`config.mk`:
```
export PLATFORM = sky130hd
export DESIGN_NAME = pwr_mode_ctl
export DESIGN_NICKNAME = d
export VERILOG_FILES = /design/src/rtl/pwr_mode_pkg.sv /design/src/rtl/pwr_ctl_reg.sv /design/src/rtl/pwr_mode_fsm.sv /design/src/rtl/pwr_pin_ctl.sv /design/src/rtl/pwr_mode_ctl.sv
export SDC_FILE = /design/constraint.sdc
export NUM_CORES = 1
export LEC_CHECK = 0
export BUFFER_PORTS_ARGS = -buffer_cell sky130_fd_sc_hd__clkbuf_2
export CORE_AREA = 2 2 39 41
export DETAILED_ROUTE_END_ITERATION = 7
export DIE_AREA = 0 0 41 43
export PLACE_DENSITY = 0.49
export SYNTH_ARGS = -nofsm -noshare
export SYNTH_HDL_FRONTEND = slang
export SYNTH_HIERARCHICAL = 1
export SYNTH_SLANG_ARGS = --single-unit
```
`constraint.sdc`:
```
create_clock -name clk -period 1.1 [get_ports clk]
set_input_delay 0.22 -clock clk [delete_from_list [all_inputs] [get_ports clk]]
set_output_delay 0.22 -clock clk [all_outputs]
set_load 0.02 [all_outputs]
```
`src/rtl/pwr_mode_pkg.sv`:
```
// Package: shared power-mode encoding and register layout defaults.
// Assumes the mode code is decoded elsewhere as 2 bits with 2'b11 unused.
package pwr_mode_pkg;
    typedef enum logic [1:0] {
        PM_RUN   = 2'b00,
        PM_SLEEP = 2'b01,
        PM_SSTBY = 2'b10
    } pm_mode_e;

    localparam int PM_REG_W    = 8;
    localparam int PM_STBY_POS = 7;
    localparam int PM_HIZ_POS  = 6;
endpackage

```
`src/rtl/pwr_ctl_reg.sv`:
```
// Control register holding the standby-select and pin-float bits.
// Setting a bit to 1 is refused while the watchdog runs; clearing is always
// accepted. All other bit positions read as zero and ignore writes.
// Assumes wdt_run is synchronous to clk.
module pwr_ctl_reg #(
    parameter int DW       = pwr_mode_pkg::PM_REG_W,
    parameter int STBY_POS = pwr_mode_pkg::PM_STBY_POS,
    parameter int HIZ_POS  = pwr_mode_pkg::PM_HIZ_POS
) (
    input  logic          clk,
    input  logic          rst_n,
    input  logic          wr_en,
    input  logic [DW-1:0] wdata,
    input  logic          wdt_run,
    output logic          stby_sel,
    output logic          hiz_sel,
    output logic [DW-1:0] rdata
);
    localparam int NBITS = 2;

    logic [NBITS-1:0] bit_q;

    // One guarded flop per implemented bit.
    for (genvar g = 0; g < NBITS; g++) begin : g_bit
        localparam int POS = (g == 0) ? STBY_POS : HIZ_POS;

        // Load on write; a 1 is accepted only while the watchdog is stopped.
        always_ff @(posedge clk) begin
            if (!rst_n) begin
                bit_q[g] <= 1'b0;
            end else if (wr_en) begin
                if (!wdata[POS])
                    bit_q[g] <= 1'b0;
                else if (!wdt_run)
                    bit_q[g] <= 1'b1;
            end
        end
    end

    assign stby_sel = bit_q[0];
    assign hiz_sel  = bit_q[1];

    // Assemble the read word with unimplemented bits at zero.
    always_comb begin
        rdata           = '0;
        rdata[STBY_POS] = bit_q[0];
        rdata[HIZ_POS]  = bit_q[1];
    end
endmodule

```
`src/rtl/pwr_mode_fsm.sv`:
```
// Mode sequencer: run -> sleep or standby on a sleep pulse, back to run on
// a wake event. Sleep pulses in a low-power state are ignored.
// Assumes sleep_exec is a single-cycle pulse from the CPU.
module pwr_mode_fsm
    import pwr_mode_pkg::*;
(
    input  logic     clk,
    input  logic     rst_n,
    input  logic     sleep_exec,
    input  logic     wake_evt,
    input  logic     stby_sel,
    output pm_mode_e mode_q
);
    // Advance the power state once per clock.
    always_ff @(posedge clk) begin
        if (!rst_n) begin
            mode_q <= PM_RUN;
        end else begin
            case (mode_q)
                PM_RUN: begin
                    if (sleep_exec)
                        mode_q <= stby_sel ? PM_SSTBY : PM_SLEEP;
                end
                PM_SLEEP, PM_SSTBY: begin
                    if (wake_evt)
                        mode_q <= PM_RUN;
                end
                default: mode_q <= PM_RUN;
            endcase
        end
    end
endmodule

```
`src/rtl/pwr_pin_ctl.sv`:
```
// Pin-float decode: the float request reaches the pins only in software
// standby. Purely combinational, so it follows the mode register directly.
module pwr_pin_ctl
    import pwr_mode_pkg::*;
(
    input  pm_mode_e mode_q,
    input  logic     hiz_sel,
    output logic     pin_hiz
);
    // Gate the float bit with the standby state.
    always_comb begin
        pin_hiz = (mode_q == PM_SSTBY) && hiz_sel;
    end
endmodule

```
`src/rtl/pwr_mode_ctl.sv`:
```
// Top level: control register, mode sequencer and pin-float decode.
// Assumes all inputs are synchronous to clk; reset is synchronous, active low.
module pwr_mode_ctl
    import pwr_mode_pkg::*;
#(
    parameter int DW = PM_REG_W
) (
    input  logic          clk,
    input  logic          rst_n,
    input  logic          reg_wr,
    input  logic [DW-1:0] reg_wdata,
    output logic [DW-1:0] reg_rdata,
    input  logic          sleep_exec,
    input  logic          wdt_run,
    input  logic          wake_evt,
    output logic [1:0]    mode,
    output logic          pin_hiz
);
    logic     stby_sel;
    logic     hiz_sel;
    pm_mode_e mode_q;

    pwr_ctl_reg #(
        .DW      (DW),
        .STBY_POS(PM_STBY_POS),
        .HIZ_POS (PM_HIZ_POS)
    ) u_reg (
        .clk     (clk),
        .rst_n   (rst_n),
        .wr_en   (reg_wr),
        .wdata   (reg_wdata),
        .wdt_run (wdt_run),
        .stby_sel(stby_sel),
        .hiz_sel (hiz_sel),
        .rdata   (reg_rdata)
    );

    pwr_mode_fsm u_fsm (
        .clk       (clk),
        .rst_n     (rst_n),
        .sleep_exec(sleep_exec),
        .wake_evt  (wake_evt),
        .stby_sel  (stby_sel),
        .mode_q    (mode_q)
    );

    pwr_pin_ctl u_pin (
        .mode_q (mode_q),
        .hiz_sel(hiz_sel),
        .pin_hiz(pin_hiz)
    );

    assign mode = mode_q;
endmodule

```
==> impl_results.html <==
<table>
<tr><th>Metric</th><th>Value</th></tr>
<tr><th colspan="2">Outcome</th></tr>
<tr><td>Outcome</td><td>complete, but fails checks</td></tr>
<tr><td>Violated checks</td><td>negative setup slack</td></tr>
<tr><th colspan="2">Placement</th></tr>
<tr><td>GP Congestion</td><td>0.691</td></tr>
<tr><td>Placement-stage worst setup slack</td><td>-0.0359 ns</td></tr>
<tr><td>Count of port buffers added during placement</td><td>12</td></tr>
<tr><td>Detail Placement HPWL</td><td>384 um</td></tr>
<tr><td>Dpl cells</td><td>57</td></tr>
<tr><th colspan="2">Yosys</th></tr>
<tr><td>Most area-hungry cell type in the Yosys netlist</td><td>dfxtp_1</td></tr>
<tr><td>Yosys Warn Count</td><td>6</td></tr>
<tr><td>Flip-flop and latch count after synthesis</td><td>4</td></tr>
<tr><td>Largest cells by area after synthesis</td><td>dfxtp_1 29%, buf_4 22%, o221a_1 8.3%</td></tr>
<tr><td>Fraction of the yosys area taken by sequential cells</td><td>0.294</td></tr>
<tr><td>Synthesized cell area</td><td>273 um2</td></tr>
<tr><td>Top-area cell type share of the netlist area</td><td>0.294</td></tr>
<tr><td>Synthesized area divided by synthesized cell count</td><td>9.09 um2</td></tr>
<tr><td>Unique masters post-synth</td><td>13</td></tr>
<tr><td>Cell count after synthesis</td><td>30</td></tr>
<tr><th colspan="2">Global routing</th></tr>
<tr><td>Wire length of the first global-routing pass</td><td>793 um</td></tr>
<tr><td>Number of antenna violations at the first check in global routing</td><td>0</td></tr>
<tr><td>Largest net degree at the start of global routing</td><td>7</td></tr>
<tr><td>Number of global-route vias before repair</td><td>214</td></tr>
<tr><td>GRT Util Overall</td><td>0.0754</td></tr>
<tr><td>GR Overflow Total</td><td>0</td></tr>
<tr><th colspan="2">Setup path</th></tr>
<tr><td>Start-to-end type of the worst setup path</td><td>reg2out</td></tr>
<tr><td>Maximum fanout count along the critical path</td><td>2</td></tr>
<tr><td>Critical path arrival</td><td>1.02 ns</td></tr>
<tr><td>Worst flop-to-flop path startpoint</td><td>u_fsm/mode_q[0]$_SDFFE_PN0P_</td></tr>
<tr><td>Worst setup path endpoint</td><td>pin_hiz</td></tr>
<tr><td>Slack of the worst reg-to-reg path</td><td>0 ns</td></tr>
<tr><td>Category of the worst setup path launch point</td><td>register</td></tr>
<tr><td>Cell depth of the worst flop-to-flop path</td><td>5</td></tr>
<tr><td>Worst r2r dst</td><td>u_fsm/mode_q[1]$_SDFFE_PN0P_</td></tr>
<tr><td>Launch point of the worst path</td><td>u_fsm/mode_q[0]$_SDFFE_PN0P_</td></tr>
<tr><td>Required time of the critical path</td><td>0.88 ns</td></tr>
<tr><td>Setup crit end kind</td><td>output port</td></tr>
<tr><th colspan="2">Routing</th></tr>
<tr><td>Average wire per standard cell</td><td>8.13 um</td></tr>
<tr><td>DR vias</td><td>227</td></tr>
<tr><td>DRT Wirelength</td><td>496 um</td></tr>
<tr><td>Routed Antenna Nets</td><td>0</td></tr>
<tr><td>DRC violation count after routing</td><td>0</td></tr>
<tr><td>Number of detailed-routing iterations run before antenna repair</td><td>2</td></tr>
<tr><td>First-iteration detailed-routing DRC count</td><td>4</td></tr>
<tr><td>Via count normalized by instance count</td><td>3.72</td></tr>
<tr><th colspan="2">Final layout</th></tr>
<tr><td>Number of fill cells in the layout</td><td>145</td></tr>
<tr><td>Count of non-filler cells in the finished layout</td><td>61</td></tr>
<tr><td>Total number of nets in the final design</td><td>62</td></tr>
<tr><td>Antenna diodes</td><td>0</td></tr>
<tr><td>Fraction of layout instances using a drive strength above 1</td><td>0.578</td></tr>
<tr><td>Final core utilization</td><td>0.291</td></tr>
<tr><td>Signed area change from the synthesized netlist to the final layout</td><td>47.7%</td></tr>
<tr><th colspan="2">CTS</th></tr>
<tr><td>Clock-pin slew of the registers on the worst-case setup and hold paths</td><td>0.04 ns</td></tr>
<tr><td>Max H-tree Level</td><td>1</td></tr>
<tr><td>Inserted Clock Buffers</td><td>3</td></tr>
<tr><td>Hold buffers post-CTS</td><td>0</td></tr>
<tr><td>Clock tree from TritonCTS</td><td>built</td></tr>
<tr><td>Worst skew pair latency</td><td>0.23 ns</td></tr>
<tr><td>Buffer type at the clock tree root</td><td>clkbuf_4</td></tr>
<tr><td>Number of buffers on the longest clock path</td><td>2</td></tr>
<tr><td>Number of sinks driven by the clock tree</td><td>4</td></tr>
<tr><th colspan="2">Die</th></tr>
<tr><td>Total Die Area</td><td>1760 um2</td></tr>
<tr><td>Die outline height</td><td>43 um</td></tr>
<tr><td>Number of placement rows</td><td>14</td></tr>
<tr><td>Number of ports placed on the die boundary</td><td>25</td></tr>
<tr><td>Initial core utilization</td><td>0.197</td></tr>
<tr><td>Chip width</td><td>41 um</td></tr>
<tr><td>Standard cell core area</td><td>1380 um2</td></tr>
<tr><th colspan="2">STA</th></tr>
<tr><td>Number of endpoints failing setup at the final stage</td><td>2</td></tr>
<tr><td>Final number of max-transition violations</td><td>0</td></tr>
<tr><td>Max frequency</td><td>804 MHz</td></tr>
<tr><td>Fraction of the cycle the final worst path needs</td><td>1.13</td></tr>
<tr><td>Shortest clock period the worst path allows after layout</td><td>1.24 ns</td></tr>
<tr><td>Count of final hold-check violations</td><td>0</td></tr>
<tr><td>Final setup skew</td><td>0.000892 ns</td></tr>
<tr><td>Least setup slack across all paths after layout</td><td>-0.144 ns</td></tr>
<tr><td>Unrepaired setup endpoints after global routing</td><td>true</td></tr>
<tr><td>Aggregate negative setup slack</td><td>-0.188 ns</td></tr>
<tr><td>Post-route worst hold slack</td><td>0.261 ns</td></tr>
<tr><th colspan="2">Run</th></tr>
<tr><td>Max-cap viol count</td><td>0</td></tr>
<tr><th colspan="2">Pwr</th></tr>
<tr><td>Peak supply drop</td><td>464 uV</td></tr>
<tr><td>Ratio of total power to cell area</td><td>1500 nW/um2</td></tr>
<tr><td>Leakage power of the design</td><td>0.206 nW</td></tr>
<tr><th colspan="2">Hold path</th></tr>
<tr><td>Hold-critical path depth</td><td>2</td></tr>
<tr><td>Hold WC Path Type</td><td>in2reg</td></tr>
</table>
routing by layer:
metal	wire, um	vias up	track usage
met4	0	0	0.100
li1	-	114	-
met3	48	0	0.0314
met1	214	100	0.0710
met2	233	13	0.100
met5	0	-	0
Yosys cell counts (all sizes together):
master  n
nand2   2
buf     8
nand3   1
nand3b  1
conb    1
nor2b   1
dfxtp   4
inv     5
and3b   1
mux2i   2
ha      1
o221a   2
o22ai   1
area by class of cell:
class	count	area, um2	area share
Multi-Input combinational cell	18	153	0.379
Timing Repair Buffer	15	101	0.252
Sequential cell	4	87.6	0.217
Clock buffer	3	22.5	0.0559
Tap cell	16	20.0	0.0497
Inverter	5	18.8	0.0466
kinds of logic (layout without fill, tap and decap cells):
group           after synthesis  after routing  synth area share
compound gates                3              3             0.128
fa+ha+maj                     1              1            0.0459
buf+inv                      13             23             0.289
flops                         4              4             0.294
mux                           2              2            0.0734
other cells                   1              6            0.0137
simple gates                  6              6             0.156
report_power, final:
group / leakage (nW) / switching (mW) / internal (mW)
Clock: 0.0138 / 0.0576 / 0.122
Sequential: 0.0342 / 0.0124 / 0.165
Combinational: 0.158 / 0.121 / 0.125
registers in the layout, summed over array words and instances (netlist names):
signal,cells
u_reg/hiz_sel,1
u_reg/stby_sel,1
u_fsm/mode_q,2
worst min-delay path by stage:
stage,slack (ns),startpoint,to
2_1_floorplan,0.36,rst_n,u_fsm/mode_q[1]$_SDFFE_PN0P_
3_3_place_gp,0.50,reg_wdata[7],u_reg/stby_sel$_SDFFE_PN0P_
3_5_place_dp,0.50,reg_wdata[6],u_reg/hiz_sel$_SDFFE_PN0P_
4_1_cts,0.25,reg_wdata[7],u_reg/stby_sel$_SDFFE_PN0P_
5_1_grt,0.25,reg_wdata[6],u_reg/hiz_sel$_SDFFE_PN0P_
6_report,0.26,reg_wdata[7],u_reg/stby_sel$_SDFFE_PN0P_
metrics by stage:
step           cell area (um2)  power (mW)
2_1_floorplan              299       0.315
3_3_place_gp               334       0.353
3_5_place_dp               334       0.355
4_1_cts                    397       0.610
5_1_grt                    403       0.658
6_report                   403       0.603
what timing repair did:
action | 4_1_cts | 5_1_grt
resized for setup | 6 | 3
buffers inserted | 1 | 0
endpoints found under the hold margin | 0 | 0
pin swaps | 2 | 1
setup endpoints to repair | 3 | 4
critical path, cell delays in order, from the launching register on:
cell      delay [ns]
dfxtp_4         0.34
buf_6           0.11
and3b_1         0.21
clkbuf_8        0.14
layout by cell type, fill, tap and decap left out:
cell,instances
clkbuf_2,10
conb_1,6
clkbuf_4,3
inv_2,3
buf_6,2
buf_4,2
nand2_1,2
inv_1,2
mux2i_1,2
dfxtp_4,2
o221a_1,2
dfxtp_1,2
clkbuf_8,1
nand3_1,1
o22ai_4,1
nand3b_1,1
ha_4,1
and3b_1,1
nor2b_4,1
(Power assumes the default switching activity.)
